File: config.mk
export PLATFORM = sky130hd
export DESIGN_NAME = gpio_mask_port
export DESIGN_NICKNAME = d
export VERILOG_FILES = /design/src/rtl/gpio_mask_pkg.sv /design/src/rtl/gpio_mask_sync.sv /design/src/rtl/gpio_mask_regs.sv /design/src/rtl/gpio_mask_rdmux.sv /design/src/rtl/gpio_mask_port.sv
export SDC_FILE = /design/constraint.sdc
export NUM_CORES = 1
export LEC_CHECK = 0
export ABC_AREA = 1
export CORE_UTILIZATION = 44
export DETAILED_ROUTE_END_ITERATION = 12
export PLACE_DENSITY = 0.86
export SETUP_SLACK_MARGIN = 0.3
export SYNTH_ARGS = -nofsm -noshare
export SYNTH_HDL_FRONTEND = slang
export SYNTH_SLANG_ARGS = --single-unit
File: constraint.sdc
create_clock -name clk -period 2.1 [get_ports clk]
set_input_delay 0.42 -clock clk [delete_from_list [all_inputs] [get_ports clk]]
set_output_delay 0.42 -clock clk [all_outputs]
set_load 0.02 [all_outputs]
File: src/rtl/gpio_mask_pkg.sv
package gpio_mask_pkg;

   localparam logic [11:0] OFF_DIR     = 12'h400;
   localparam logic [11:0] OFF_ALT     = 12'h420;
   localparam logic [6:0]  ID_PAGE     = 7'h7F;   // 0xFE0..0xFFF

   typedef enum logic [2:0] {
      RG_DATA,
      RG_DIR,
      RG_ALT,
      RG_ID,
      RG_NONE
   } region_e;

   // Map a 12-bit byte offset to the register region it selects.
   function automatic region_e gpm_decode(input logic [11:0] a);
      region_e r;
      if (a[11:10] == 2'b00)                         r = RG_DATA;
      else if (a == OFF_DIR)                         r = RG_DIR;
      else if (a == OFF_ALT)                         r = RG_ALT;
      else if (a[11:5] == ID_PAGE && a[1:0] == 2'b00) r = RG_ID;
      else                                           r = RG_NONE;
      return r;
   endfunction

   // Identification byte for word index k of the read-only area.
   function automatic logic [7:0] gpm_id_byte(input logic [2:0] k);
      logic [7:0] b;
      case (k)
         3'd0:    b = 8'h61;
         3'd1:    b = 8'h10;
         3'd2:    b = 8'h14;
         3'd3:    b = 8'h00;
         3'd4:    b = 8'h0D;
         3'd5:    b = 8'hF0;
         3'd6:    b = 8'h05;
         default: b = 8'hB1;
      endcase
      return b;
   endfunction

endpackage

File: src/rtl/gpio_mask_sync.sv
module gpio_mask_sync #(
   parameter int unsigned W      = 8,
   parameter int unsigned STAGES = 2
) (
   input  logic         clk,
   input  logic         rst_n,
   input  logic [W-1:0] d,
   output logic [W-1:0] q
);

   if (STAGES < 1) begin : g_chk_stages
      $error("gpio_mask_sync: STAGES must be at least 1");
   end

   logic [W-1:0] stg [STAGES];

   always_ff @(posedge clk) begin
      if (!rst_n) stg[0] <= '0;
      else        stg[0] <= d;
   end

   for (genvar s = 1; s < STAGES; s++) begin : g_stage
      always_ff @(posedge clk) begin
         if (!rst_n) stg[s] <= '0;
         else        stg[s] <= stg[s-1];
      end
   end

   assign q = stg[STAGES-1];

endmodule

File: src/rtl/gpio_mask_regs.sv
module gpio_mask_regs
   import gpio_mask_pkg::*;
#(
   parameter int unsigned PINS   = 8,
   parameter int unsigned BUS_W  = 32,
   parameter int unsigned ADDR_W = 12
) (
   input  logic              clk,
   input  logic              rst_n,
   input  logic              wr_en,
   input  logic [ADDR_W-1:0] addr,
   input  logic [BUS_W-1:0]  wr_data,
   input  logic [PINS-1:0]   pin_sync,
   output logic [PINS-1:0]   dir_q,
   output logic [PINS-1:0]   alt_q,
   output logic [PINS-1:0]   data_q
);

   localparam int unsigned MSK_LO = 2;
   localparam int unsigned MSK_HI = MSK_LO + PINS - 1;

   region_e         wr_region;
   logic            wr_hit_data;
   logic [PINS-1:0] sel_mask;
   logic [PINS-1:0] wr_allow;
   logic [PINS-1:0] data_nxt;

   assign wr_region   = gpm_decode(addr[11:0]);
   assign wr_hit_data = wr_en && (wr_region == RG_DATA);
   assign sel_mask    = addr[MSK_HI:MSK_LO];
   assign wr_allow    = wr_hit_data ? (sel_mask & dir_q) : '0;

   always_ff @(posedge clk) begin
      if (!rst_n) begin
         dir_q <= '0;
         alt_q <= '0;
      end else if (wr_en) begin
         if (wr_region == RG_DIR) dir_q <= wr_data[PINS-1:0];
         if (wr_region == RG_ALT) alt_q <= wr_data[PINS-1:0];
      end
   end

   // Per pin: output bits hold or take a masked write, input bits resample.
   for (genvar i = 0; i < PINS; i++) begin : g_bit
      assign data_nxt[i] = !dir_q[i]   ? pin_sync[i] :
                           wr_allow[i] ? wr_data[i]  : data_q[i];
   end

   always_ff @(posedge clk) begin
      if (!rst_n) data_q <= '0;
      else        data_q <= data_nxt;
   end

   // output bits outside the permitted write set do not move
   a_r4_write_masked: assert property (@(posedge clk) disable iff (!rst_n)
      ((data_q ^ $past(data_q)) & $past(dir_q) & ~$past(wr_allow)) == '0);

   // permitted bits take the written value
   a_r4_write_applied: assert property (@(posedge clk) disable iff (!rst_n)
      $past(wr_hit_data) |->
         ((data_q ^ $past(wr_data[PINS-1:0])) & $past(wr_allow)) == '0);

   // direction changes only on a write at its offset
   a_r2_dir_hold: assert property (@(posedge clk) disable iff (!rst_n)
      !$past(wr_en && wr_region == RG_DIR) |-> $stable(dir_q));

   // alternate select changes only on a write at its offset
   a_r3_alt_hold: assert property (@(posedge clk) disable iff (!rst_n)
      !$past(wr_en && wr_region == RG_ALT) |-> $stable(alt_q));

endmodule

File: src/rtl/gpio_mask_rdmux.sv
module gpio_mask_rdmux
   import gpio_mask_pkg::*;
#(
   parameter int unsigned PINS   = 8,
   parameter int unsigned BUS_W  = 32,
   parameter int unsigned ADDR_W = 12
) (
   input  logic              clk,
   input  logic              rst_n,
   input  logic              rd_en,
   input  logic [ADDR_W-1:0] addr,
   input  logic [PINS-1:0]   dir_q,
   input  logic [PINS-1:0]   alt_q,
   input  logic [PINS-1:0]   data_q,
   output logic [BUS_W-1:0]  rd_data
);

   localparam int unsigned MSK_LO = 2;
   localparam int unsigned MSK_HI = MSK_LO + PINS - 1;

   region_e          rd_region;
   logic [PINS-1:0]  rd_mask;
   logic [BUS_W-1:0] rd_val;

   assign rd_region = gpm_decode(addr[11:0]);
   assign rd_mask   = addr[MSK_HI:MSK_LO];

   always_comb begin
      rd_val = '0;
      case (rd_region)
         RG_DATA: rd_val[PINS-1:0] = data_q & rd_mask;
         RG_DIR:  rd_val[PINS-1:0] = dir_q;
         RG_ALT:  rd_val[PINS-1:0] = alt_q;
         RG_ID:   rd_val[7:0]      = gpm_id_byte(addr[4:2]);
         default: rd_val           = '0;
      endcase
   end

   always_ff @(posedge clk) begin
      if (!rst_n)     rd_data <= '0;
      else if (rd_en) rd_data <= rd_val;
   end

   // read data holds while no read is strobed
   a_r10_rd_hold: assert property (@(posedge clk) disable iff (!rst_n)
      !$past(rd_en) |-> $stable(rd_data));

   // unselected pins of a data-window read return zero
   a_r5_unselected_zero: assert property (@(posedge clk) disable iff (!rst_n)
      $past(rd_en && rd_region == RG_DATA) |->
         (rd_data[PINS-1:0] & ~$past(rd_mask)) == '0);

   // unmapped offsets read as zero
   a_r8_unmapped_zero: assert property (@(posedge clk) disable iff (!rst_n)
      $past(rd_en && rd_region == RG_NONE) |-> rd_data == '0);

   // identification words carry one byte only
   a_r7_id_upper_zero: assert property (@(posedge clk) disable iff (!rst_n)
      $past(rd_en && rd_region == RG_ID) |-> rd_data[BUS_W-1:8] == '0);

endmodule

File: src/rtl/gpio_mask_port.sv
module gpio_mask_port #(
   parameter int unsigned PINS        = 8,
   parameter int unsigned BUS_W       = 32,
   parameter int unsigned ADDR_W      = 12,
   parameter int unsigned SYNC_STAGES = 2
) (
   input  logic              clk,
   input  logic              rst_n,
   input  logic [ADDR_W-1:0] addr,
   input  logic              wr_en,
   input  logic [BUS_W-1:0]  wr_data,
   input  logic              rd_en,
   output logic [BUS_W-1:0]  rd_data,
   input  logic [PINS-1:0]   pin_in,
   output logic [PINS-1:0]   pin_out,
   output logic [PINS-1:0]   pin_oe,
   output logic [PINS-1:0]   alt_sel
);

   if (PINS != 8) begin : g_chk_pins
      $error("gpio_mask_port: the address mask field fixes PINS at 8");
   end
   if (ADDR_W != 12) begin : g_chk_addr
      $error("gpio_mask_port: ADDR_W must be 12");
   end
   if (BUS_W < 8) begin : g_chk_bus
      $error("gpio_mask_port: BUS_W must hold an identification byte");
   end

   logic [PINS-1:0] pin_sync;
   logic [PINS-1:0] dir_q;
   logic [PINS-1:0] alt_q;
   logic [PINS-1:0] data_q;

   gpio_mask_sync #(.W(PINS), .STAGES(SYNC_STAGES)) u_sync (
      .clk   (clk),
      .rst_n (rst_n),
      .d     (pin_in),
      .q     (pin_sync)
   );

   gpio_mask_regs #(.PINS(PINS), .BUS_W(BUS_W), .ADDR_W(ADDR_W)) u_regs (
      .clk      (clk),
      .rst_n    (rst_n),
      .wr_en    (wr_en),
      .addr     (addr),
      .wr_data  (wr_data),
      .pin_sync (pin_sync),
      .dir_q    (dir_q),
      .alt_q    (alt_q),
      .data_q   (data_q)
   );

   gpio_mask_rdmux #(.PINS(PINS), .BUS_W(BUS_W), .ADDR_W(ADDR_W)) u_rdmux (
      .clk     (clk),
      .rst_n   (rst_n),
      .rd_en   (rd_en),
      .addr    (addr),
      .dir_q   (dir_q),
      .alt_q   (alt_q),
      .data_q  (data_q),
      .rd_data (rd_data)
   );

   assign pin_out = data_q;
   assign pin_oe  = dir_q;
   assign alt_sel = alt_q;

   // control outputs are zero in the first cycle after reset
   a_r1_reset_zero: assert property (@(posedge clk)
      $past(!rst_n) |-> (pin_oe == '0 && alt_sel == '0 && rd_data == '0));

endmodule

==> flow_summary.yaml <==
outcome:
  status: "finished, final reports clean"
routing:
  vias_per_cell: 4.89
  wire_per_inst_um: 12.2
  first_pass_iters: 5
  drtAntennaViolNets: 0
  vias: 2282
  drc_errors: 0
  drt_iter0_drc: 100
  drt-total-wl_mm: 5.69
placed_design:
  place_inst: 454
  port_buffers: 63
  gp_congestion: 0.873
  dp_hpwl_mm: 4.01
  postPlaceCellArea_um2: 2970
  place_ws_ps: -180
setup_path:
  crit_required_ps: 1680
  worst-setup-path-type: "register to primary output"
  slowest_stage: "clkdlybuf4s50_1"
  path_delay_family: "buffers and inverters"
  cp_num_buf_inv: 1
  cp_slowest_stage_delay_ps: 650
  cp-start-kind: "register"
  crit_fanout: 3
  endpoint_kind: "primary output"
  arrival_ps: 1350
  crit_chain: "clkdlybuf4s50_1"
grt:
  grt_pass1_wl_mm: 8.89
  grt_use_total_pct: 21.1
  antenna_found_initial: 0
  grt_overflow: 0
  grt_pass1_vias: 2037
  grt_max_degree: 42
job:
  maxCapViolCount: 0
power:
  peakVddDrop_mv: 0.445
  total_leakage_power_nw: 1.50
  power_density_nw_per_um2: 559
layout:
  n_antenna_cell: 0
  instances_no_fill: 467
  final_cell_area_um2: 3180
  syn2layout_area_growth_pct: 37.0
  num-nets-final: 452
  drive_gt1_share_pct: 9.82
yosys:
  yosysSeqAreaShare_pct: 41.5
  yosys.area.top_type: "dfxtp_1"
  synth_xor_area_share_pct: 0
  synthMuxAreaShare_pct: 0
  synth_adder_area_share_pct: 0
  avgSynthCellArea_um2: 7.24
  synth_top_family_by_area: "simple AND/OR/NAND/NOR gates"
  synthTopCellsByArea: "dfxtp_1, nand2_1, buf_4"
  synth_compound_area_share_pct: 15.9
  netlist.area_leader.share_pct: 41.5
  synth-seq-cells: 48
  syn_inst: 320
  synth-simple-area-share_pct: 24.6
  yosysWarnings: 0
  yosysUniqueCellTypes: 22
  netlist_area_um2: 2320
die:
  io_pins: 112
  fp.dieW_um: 74.6
  dieArea_um2: 5560
  std_cell_rows: 26
  core-area_um2: 5070
  die_height_um: 74.6
  start_util_pct: 45.7
sta:
  hold_ws_ps: 419
  finalSetupViolCount: 0
  fmax_ghz: 0.566
  finalHoldViolations: 0
  fin_crit_ps: 1770
  final.setup_skew_ps: 8.46
  timing.final.crit_share_pct: 84.1
  setup_slack_ps: 334
  final.setup.tns_ps: 0
  rsz0062_at_grt: "true"
  slew_viol_final: 0
clock_tree:
  htreeDepth: 2
  cts_hold_buf: 0
  clkTransAtPathRegs_ps: 90
  cts.sink_count: 48
  clock-root-buffer: "clkbuf_8"
  cts_tree: "built"
  numCtsBuffers: 5
  clk_latency_ps: 310
  max-clock-path-buffers: 2
min_path:
  hold_path.class: "register to register"
per-layer routing:
layer | vias up | track usage, % | part of all wire, %
met5 | - | 0 | 0
met4 | 0 | 9.43 | 2.9
met3 | 18 | 4.47 | 8.0
met2 | 125 | 36.3 | 51
met1 | 1005 | 25.1 | 39
li1 | 1134 | - | -
where the power goes:
part / leakage [nW] / internal [W] / switching [W]
logic: 1.06 / 0.0000983 / 0.000144
registers: 0.391 / 0.000928 / 0.00000723
clock network: 0.0522 / 0.000276 / 0.000322
total: 1.50 / 0.00130 / 0.000473
area by class of cell:
cell class              count  area [um2]
well taps                  70        87.6
multi-input cells         218        1080
inverters                  45         169
clock buffers               6        82.6
repair buffers             78         782
flip-flops and latches     48         961
fillers                   427        1900
clock inverters             2        17.5
logic make-up (layout without fill, tap and decap cells):
family,Yosys count,in the layout
and+or+nand+nor,122,123
AOI/OAI and AO/OA,71,71
buffers and inverters,78,131
DFF,48,48
other,1,24
worst min-delay path, delay by kind of cell, from the launching register on:
kind,cells,cell delay [ps]
DFF,1,320
buffers and inverters,1,40
and+or+nand+nor,1,40
synthesized netlist by cell type:
library cell,number
nor3b_2,1
nand3_1,34
clkbuf_1,4
nor2_2,2
nand2_2,1
nand4_2,2
a31oi_1,4
nor2_8,1
buf_6,4
conb_1,1
inv_1,45
nor2_4,2
nor2_1,10
o21ai_0,23
buf_2,1
or2_4,1
dfxtp_1,48
a21oi_1,34
buf_4,24
o21ai_2,2
o21ai_1,8
nand2_1,68
per-stage QoR:
step / power (W) / util [%]
floorplan: 0.00111 / -
global placement: 0.00118 / 58.6
detailed placement: 0.00118 / 58.6
CTS: 0.00178 / 61.3
global route: 0.00185 / 62.6
finish: 0.00178 / 62.6
flip-flops by register name, summed over array words and instances (netlist names):
| name | flops |
|---|---|
| u_sync.stg | 16 |
| u_regs.data_q | 8 |
| u_rdmux.rd_data | 8 |
| u_regs.alt_q | 8 |
| u_regs.dir_q | 8 |
placed cells by master, fill, tap and decap left out, types with 2 or more instances in the layout:
cell / synthesis / final
dlymetal6s2s_1: 0 / 8
nand4_4: 0 / 2
o21ai_1: 8 / 9
o21ai_2: 2 / 2
nand2_1: 68 / 68
inv_6: 0 / 2
a21oi_1: 34 / 34
nand3_1: 34 / 34
clkdlybuf4s50_1: 0 / 54
nor2_1: 10 / 7
nor2_2: 2 / 3
nor2_4: 2 / 4
o21ai_0: 23 / 22
clkbuf_8: 0 / 6
dfxtp_1: 48 / 48
inv_1: 45 / 45
conb_1: 1 / 24
buf_4: 24 / 13
a31oi_1: 4 / 4
path summary, 6_finish.rpt:
check | startpoint | to | slack, ps | cells after the start
max | u_regs.data_q[4]$_SDFFE_PN0P_ | pin_out[4] | 330 | 1
min | u_sync.stg[0][7]$_SDFF_PN0_ | u_sync.stg[1][7]$_SDFF_PN0_ | 420 | 2
max reg2reg | u_regs.dir_q[4]$_SDFFE_PN0P_ | u_rdmux.rd_data[4]$_SDFFE_PN0P_ | 1190 | 4
min reg2reg | u_sync.stg[0][7]$_SDFF_PN0_ | u_sync.stg[1][7]$_SDFF_PN0_ | 420 | 2
what timing repair did:
| action | in CTS | in global routing |
|---|---|---|
| gates cloned | 1 | 0 |
| setup buffers | 1 | 3 |
| resized for setup | 5 | 14 |
| endpoints found under the setup margin | 9 | 27 |
| pin swaps | 1 | 3 |
| hold endpoints to repair | 0 | 0 |
(Power assumes the default switching activity.)
